===== config.mk =====
export PLATFORM = sky130hd
export DESIGN_NAME = tmr_dual
export DESIGN_NICKNAME = d
export VERILOG_FILES = /design/src/rtl/tmr_pkg.sv /design/src/rtl/tmr_decode.sv /design/src/rtl/tmr_channel.sv /design/src/rtl/tmr_irq_merge.sv /design/src/rtl/tmr_dual.sv
export SDC_FILE = /design/constraint.sdc
export NUM_CORES = 1
export LEC_CHECK = 0
export BUFFER_PORTS_ARGS = -buffer_cell sky130_fd_sc_hd__buf_2
export CORE_UTILIZATION = 45
export CTS_CLUSTER_DIAMETER = 200
export CTS_CLUSTER_SIZE = 16
export DETAILED_ROUTE_END_ITERATION = 8
export PLACE_DENSITY = 0.69
export SLEW_MARGIN = 20
export SYNTH_ARGS = -nofsm -noshare
export SYNTH_HDL_FRONTEND = slang
export SYNTH_HIERARCHICAL = 1
export SYNTH_SLANG_ARGS = --single-unit

===== constraint.sdc =====
create_clock -name clk -period 5.23 [get_ports clk]
set_input_delay 1.3075 -clock clk [delete_from_list [all_inputs] [get_ports clk]]
set_output_delay 1.3075 -clock clk [all_outputs]
set_load 0.005 [all_outputs]

===== src/rtl/tmr_pkg.sv =====
package tmr_pkg;
  localparam int unsigned BUS_W  = 32;
  localparam int unsigned CTRL_W = 11;

  localparam int unsigned B_DOWN   = 1;
  localparam int unsigned B_RELOAD = 4;
  localparam int unsigned B_PRESET = 5;
  localparam int unsigned B_IE     = 6;
  localparam int unsigned B_RUN    = 7;
  localparam int unsigned B_FLAG   = 8;

  typedef enum logic [1:0] {
    RS_CTRL  = 2'd0,
    RS_LOAD  = 2'd1,
    RS_COUNT = 2'd2,
    RS_NONE  = 2'd3
  } reg_sel_e;
endpackage


===== src/rtl/tmr_decode.sv =====
module tmr_decode
  import tmr_pkg::*;
#(
  parameter int unsigned NUM_CH = 2,
  localparam int unsigned CH_W   = $clog2(NUM_CH),
  localparam int unsigned ADDR_W = CH_W + 4
) (
  input  logic [ADDR_W-1:0] addr_i,
  input  logic              we_i,
  output reg_sel_e          sel_o,
  output logic [CH_W-1:0]   ch_o,
  output logic [NUM_CH-1:0] wr_ctrl_o,
  output logic [NUM_CH-1:0] wr_load_o
);
  logic ch_ok;

  assign ch_o = addr_i[ADDR_W-1:4];

  generate
    if (NUM_CH == (2 ** CH_W)) begin : g_full
      assign ch_ok = 1'b1;
    end else begin : g_part
      assign ch_ok = (ch_o < CH_W'(NUM_CH));
    end
  endgenerate

  always_comb begin
    sel_o = RS_NONE;
    if ((addr_i[1:0] == 2'b00) && ch_ok) begin
      case (addr_i[3:2])
        2'd0:    sel_o = RS_CTRL;
        2'd1:    sel_o = RS_LOAD;
        2'd2:    sel_o = RS_COUNT;
        default: sel_o = RS_NONE;
      endcase
    end
  end

  for (genvar c = 0; c < NUM_CH; c++) begin : g_strobe
    assign wr_ctrl_o[c] = we_i && (sel_o == RS_CTRL) && (ch_o == CH_W'(c));
    assign wr_load_o[c] = we_i && (sel_o == RS_LOAD) && (ch_o == CH_W'(c));
  end
endmodule


===== src/rtl/tmr_channel.sv =====
module tmr_channel
  import tmr_pkg::*;
#(
  parameter int unsigned CNT_W = 32
) (
  input  logic             clk,
  input  logic             rst_n,
  input  logic             wr_ctrl_i,
  input  logic             wr_load_i,
  input  logic [BUS_W-1:0] wdata_i,
  output logic [BUS_W-1:0] ctrl_rd_o,
  output logic [BUS_W-1:0] load_rd_o,
  output logic [BUS_W-1:0] cnt_rd_o,
  output logic             flag_o
);
  localparam logic [CNT_W-1:0] CNT_MAX = '1;

  logic [CTRL_W-1:0] ctrl_q, ctrl_d;
  logic [CNT_W-1:0]  load_q, cnt_q, cnt_d;
  logic              cnt_ce;
  logic              run, at_end, expire;

  always_comb begin
    run    = ctrl_q[B_RUN] && !ctrl_q[B_PRESET];
    at_end = ctrl_q[B_DOWN] ? (cnt_q == '0) : (cnt_q == CNT_MAX);
    expire = run && at_end;

    cnt_ce = ctrl_q[B_PRESET] || run;
    cnt_d  = cnt_q;
    if (ctrl_q[B_PRESET]) begin
      cnt_d = load_q;
    end else if (expire) begin
      cnt_d = ctrl_q[B_RELOAD] ? load_q : cnt_q;
    end else if (ctrl_q[B_DOWN]) begin
      cnt_d = cnt_q - 1'b1;
    end else begin
      cnt_d = cnt_q + 1'b1;
    end

    ctrl_d = ctrl_q;
    if (wr_ctrl_i) begin
      ctrl_d = wdata_i[CTRL_W-1:0];
    end else if (expire && !ctrl_q[B_RELOAD]) begin
      ctrl_d[B_RUN] = 1'b0;
    end
    ctrl_d[B_FLAG] = (ctrl_q[B_FLAG] && !(wr_ctrl_i && wdata_i[B_FLAG])) || expire;
  end

  always_ff @(posedge clk or negedge rst_n) begin
    if (!rst_n) begin
      ctrl_q <= '0;
    end else begin
      ctrl_q <= ctrl_d;
    end
  end

  always_ff @(posedge clk or negedge rst_n) begin
    if (!rst_n) begin
      load_q <= '0;
    end else if (wr_load_i) begin
      load_q <= wdata_i[CNT_W-1:0];
    end
  end

  always_ff @(posedge clk or negedge rst_n) begin
    if (!rst_n) begin
      cnt_q <= '0;
    end else if (cnt_ce) begin
      cnt_q <= cnt_d;
    end
  end

  always_comb begin
    ctrl_rd_o = '0;
    ctrl_rd_o[CTRL_W-1:0] = ctrl_q;
    load_rd_o = '0;
    load_rd_o[CNT_W-1:0] = load_q;
    cnt_rd_o = '0;
    cnt_rd_o[CNT_W-1:0] = cnt_q;
  end

  assign flag_o = ctrl_q[B_FLAG] && ctrl_q[B_IE];

  // preset copies the load register on the following edge
  p_preset_copy_r4: assert property (@(posedge clk) disable iff (!rst_n)
    ctrl_q[B_PRESET] |=> (cnt_q == $past(load_q)));

  // a stopped channel keeps its count
  p_hold_stopped_r8: assert property (@(posedge clk) disable iff (!rst_n)
    (!ctrl_q[B_RUN] && !ctrl_q[B_PRESET]) |=> $stable(cnt_q));

  // one decrement per clock away from zero
  p_down_step_r5: assert property (@(posedge clk) disable iff (!rst_n)
    (run && ctrl_q[B_DOWN] && (cnt_q != '0)) |=> (cnt_q == $past(cnt_q) - 1'b1));

  // up-count reload at all-ones raises the flag
  p_up_reload_r6: assert property (@(posedge clk) disable iff (!rst_n)
    (run && !ctrl_q[B_DOWN] && (cnt_q == CNT_MAX) && ctrl_q[B_RELOAD])
      |=> (ctrl_q[B_FLAG] && (cnt_q == $past(load_q))));

  // one-shot expiry stops the channel
  p_oneshot_stop_r7: assert property (@(posedge clk) disable iff (!rst_n)
    (expire && !ctrl_q[B_RELOAD] && !wr_ctrl_i) |=> (!ctrl_q[B_RUN] && ctrl_q[B_FLAG]));

  // flag stays set unless cleared by a write of one
  p_flag_sticky_r9: assert property (@(posedge clk) disable iff (!rst_n)
    (ctrl_q[B_FLAG] && !(wr_ctrl_i && wdata_i[B_FLAG])) |=> ctrl_q[B_FLAG]);
endmodule


===== src/rtl/tmr_irq_merge.sv =====
module tmr_irq_merge #(
  parameter int unsigned NUM_CH = 2
) (
  input  logic              clk,
  input  logic              rst_n,
  input  logic [NUM_CH-1:0] flags_i,
  output logic              irq_o
);
  logic irq_d, irq_q;

  always_comb begin
    irq_d = |flags_i;
  end

  always_ff @(posedge clk or negedge rst_n) begin
    if (!rst_n) begin
      irq_q <= 1'b0;
    end else begin
      irq_q <= irq_d;
    end
  end

  assign irq_o = irq_q;

  // interrupt rises only after some flag was pending
  p_irq_rise_r10: assert property (@(posedge clk) disable iff (!rst_n)
    $rose(irq_q) |-> $past(|flags_i));

  // interrupt drops one clock after all flags clear
  p_irq_fall_r10: assert property (@(posedge clk) disable iff (!rst_n)
    (flags_i == '0) |=> !irq_q);
endmodule


===== src/rtl/tmr_dual.sv =====
module tmr_dual
  import tmr_pkg::*;
#(
  parameter int unsigned NUM_CH = 2,
  parameter int unsigned CNT_W  = 32,
  localparam int unsigned CH_W   = $clog2(NUM_CH),
  localparam int unsigned ADDR_W = CH_W + 4
) (
  input  logic              clk,
  input  logic              rst_n,
  input  logic [ADDR_W-1:0] bus_addr,
  input  logic              bus_we,
  input  logic [BUS_W-1:0]  bus_wdata,
  output logic [BUS_W-1:0]  bus_rdata,
  output logic              irq_o
);
  logic [1:0]        rst_sync_q;
  logic              core_rst_n;
  reg_sel_e          sel;
  logic [CH_W-1:0]   ch;
  logic [NUM_CH-1:0] wr_ctrl, wr_load, flags;
  logic [BUS_W-1:0]  ctrl_rd [NUM_CH];
  logic [BUS_W-1:0]  load_rd [NUM_CH];
  logic [BUS_W-1:0]  cnt_rd  [NUM_CH];

  always_ff @(posedge clk or negedge rst_n) begin
    if (!rst_n) begin
      rst_sync_q <= 2'b00;
    end else begin
      rst_sync_q <= {rst_sync_q[0], 1'b1};
    end
  end
  assign core_rst_n = rst_sync_q[1];

  tmr_decode #(.NUM_CH(NUM_CH)) i_decode (
    .addr_i    (bus_addr),
    .we_i      (bus_we),
    .sel_o     (sel),
    .ch_o      (ch),
    .wr_ctrl_o (wr_ctrl),
    .wr_load_o (wr_load)
  );

  for (genvar c = 0; c < NUM_CH; c++) begin : g_ch
    tmr_channel #(.CNT_W(CNT_W)) i_channel (
      .clk       (clk),
      .rst_n     (core_rst_n),
      .wr_ctrl_i (wr_ctrl[c]),
      .wr_load_i (wr_load[c]),
      .wdata_i   (bus_wdata),
      .ctrl_rd_o (ctrl_rd[c]),
      .load_rd_o (load_rd[c]),
      .cnt_rd_o  (cnt_rd[c]),
      .flag_o    (flags[c])
    );
  end

  always_comb begin
    case (sel)
      RS_CTRL:  bus_rdata = ctrl_rd[ch];
      RS_LOAD:  bus_rdata = load_rd[ch];
      RS_COUNT: bus_rdata = cnt_rd[ch];
      default:  bus_rdata = '0;
    endcase
  end

  tmr_irq_merge #(.NUM_CH(NUM_CH)) i_irq (
    .clk     (clk),
    .rst_n   (core_rst_n),
    .flags_i (flags),
    .irq_o   (irq_o)
  );

  // holes in the map read zero
  p_hole_zero_r2: assert property (@(posedge clk) disable iff (!core_rst_n)
    (sel == RS_NONE) |-> (bus_rdata == '0));

  // counter-register writes leave no write strobe on any channel
  p_cnt_write_ignored_r11: assert property (@(posedge clk) disable iff (!core_rst_n)
    (bus_we && (sel == RS_COUNT)) |-> ((wr_ctrl == '0) && (wr_load == '0)));
endmodule


==> summary.txt <==
Status: complete, no violations
Total grt overflow: 0
H-tree Lvls: 4
Worst-margin pin slew: 1080 ps
Mapped Area: 11900 um2
Worst R2R Path Depth: 8
First drt pass iteration count: 6
Power, Total: 6860 uW
Die height: 165 um
Post-CTS Setup Repair Bufs: 0
Design Area, Final: 12900 um2
Global-route usage over all layers: 25.6%
Post-synth EDFFs: 0
Netlist cell types: 84
Clk_lat worst skew: 440 ps
Via density per instance: 6.02
Via count: 10006
Avg Inst Size Synth: 9.35 um2
Initial DRC count: 793
First-pass GRT wire length: 53.2 mm
Post-DP HPWL: 24.4 mm
# nets final: 1417
Final setup TNS: 0 ps
Layout fillers: 2446
CP startpoint kind: primary input
P&R area growth vs syn: 8.02%
Layout cells sized above 1: 21.1%
Register bit total from synthesis: 153
Clock Root Buffer: clkbuf_16
Initial Utilization: 45.8%
CP Capture Type: output port
Vias in the first global route: 9527
Synth warnings: 6
Initial antenna violation count: 0
Die area: 27200 um2
Max cap viols: 0
ANT cells: 0
CTS Hold Buffers Added: 0
DRC: 0
CTS clk-pin slew, worst paths: 70 ps
Post-cts sizing count: 0
Final setup vio count: 0
Clk sinks: 153
Num CTS Buffers: 17
Core footprint: 26100 um2
Static Leak: 0.00597 uW
IO Count: 73
Largest net degree at the start of global routing: 72
Final hold vios: 0
WL per Instance: 20.4 um
CTS tree: done
Hold slack: 358 ps
Register area share after synthesis: 32.1%
Die width: 165 um
Commonest non-fill, non-tap cell in the layout: dfrtp_1
Slew Viols, Final: 0
Crit path required time: 3920 ps
Antenna Violating Nets Remaining: 0
Ys async rst share: 100%
Clock Path Buffers: 2
WHS Path Cells: 0
Clk_skew: 10.7 ps
Unrepaired setup endpoints after global routing: false
Final GP Congestion: 0.931
Worst vdd ir: 0.000245 V
Critical path peak fanout: 15
Final wirelength: 33.9 mm
Most frequent cells in the layout: dfrtp_1, nand2_1, mux2_2, nor2_1, a21oi_1
Max Clock Freq: 217 MHz
CP startpoint: bus_addr[1]
Arrival time at the worst endpoint: 3290 ps
Port bufs: 72
Ys flop type: dfrtp_1
Setup CP Type: in2out
Syn Inst Count: 1275
Slew margin rel.: 28.3%
Final min period: 4600 ps
Finished Core Util: 49.4%
Hold wc startpoint: rst_sync_q[0]$_DFF_PN0_
HP Class: reg2reg
Dpl cell area: 12300 um2
Final critical-path share of the clock period: 88.0%
Power Density: 533 nW/um2
Critical R2R Launch: g_ch[1].i_channel/cnt_rd_o[25]$_DFFE_PN0P_
Row cnt: 59
routing by layer:
| layer | global-route usage [%] | vias to the layer above | share of wire, % |
|---|---|---|---|
| li1 | - | 4730 | - |
| met1 | 34.3 | 4840 | 45 |
| met2 | 41.6 | 379 | 46 |
| met3 | 4.09 | 57 | 6.2 |
| met4 | 8.76 | 0 | 2.6 |
| met5 | 0 | - | 0 |
cells by family after synthesis:
family | Yosys count | synth area share [%]
other | 3 | 0.0944
buffers and inverters | 126 | 6.84
AO/OA/AOI/OAI | 313 | 18.4
multiplexers | 192 | 17.8
AND/OR/NAND/NOR | 383 | 15.0
flip-flops | 153 | 32.1
adder cells (fa/ha/maj) | 62 | 6.63
XOR/XNOR | 43 | 3.16
layout make-up:
| cell class | instances | area [um2] | area share, % |
|---|---|---|---|
| repair buffers | 91 | 531 | 4.12 |
| flip-flops and latches | 153 | 3830 | 29.8 |
| multi-input cells | 1036 | 7450 | 57.9 |
| clock buffers | 18 | 429 | 3.33 |
| clock inverters | 14 | 154 | 1.19 |
| well taps | 335 | 419 | 3.25 |
| inverters | 16 | 60.1 | 0.466 |
per-stage QoR:
| step | std cells | worst slack, ps |
|---|---|---|
| CTS | 1663 | 682 |
| global placement | 1630 | 688 |
| floorplan | 1315 | 651 |
| detailed placement | 1631 | 686 |
| finish | 1663 | 630 |
| global route | 1663 | 544 |
synthesized netlist by cell type (24+ instances only):
cell | n | share of area [%]
dfrtp_1 | 153 | 32
mux2i_1 | 73 | 6.1
clkbuf_1 | 30 | 0.94
o21ai_0 | 47 | 2.0
o221ai_1 | 26 | 1.9
nand3_1 | 29 | 1.2
mux2_2 | 101 | 9.5
a21o_1 | 30 | 1.9
a31oi_1 | 38 | 2.0
ha_1 | 60 | 6.3
nand2_1 | 149 | 4.7
nor2_1 | 95 | 3.0
nand4_1 | 24 | 1.3
xnor2_1 | 30 | 2.2
a21oi_1 | 82 | 3.4
buf_4 | 43 | 2.7
worst max-delay path, stage by stage:
cell	delay, ps
buf_2	110
or3_2	510
nand2b_1	450
buf_4	320
buf_4	200
o221ai_1	220
buf_2	170
report_power, final:
part           total, uW  switching (uW)  internal [uW]
logic               3380            1910           1460
registers           2230             665           1570
clock network       1250             576            679
state kept, by name, summed over array words and instances, names as in the netlist:
register and count:
i_irq/irq_o 1, g_ch.i_channel/cnt_rd_o 64, rst_sync_q 2, g_ch.i_channel/load_rd_o 64
g_ch.i_channel/ctrl_q 22
final timing paths:
kind / end / slack [ps]
worst max-delay path: bus_rdata[20] / 630
worst min register to register: rst_sync_q[1]$_DFF_PN0_ / 360
worst max register to register: g_ch[1].i_channel/cnt_rd_o[31]$_DFFE_PN0P_ / 1680
min in group asynchronous: g_ch[1].i_channel/ctrl_q[6]$_DFFE_PN0P_ / 470
max in group asynchronous: g_ch[0].i_channel/load_rd_o[25]$_DFFE_PN0P_ / 3550
worst min-delay path: rst_sync_q[1]$_DFF_PN0_ / 360
Power figures use the tool's default switching activity.
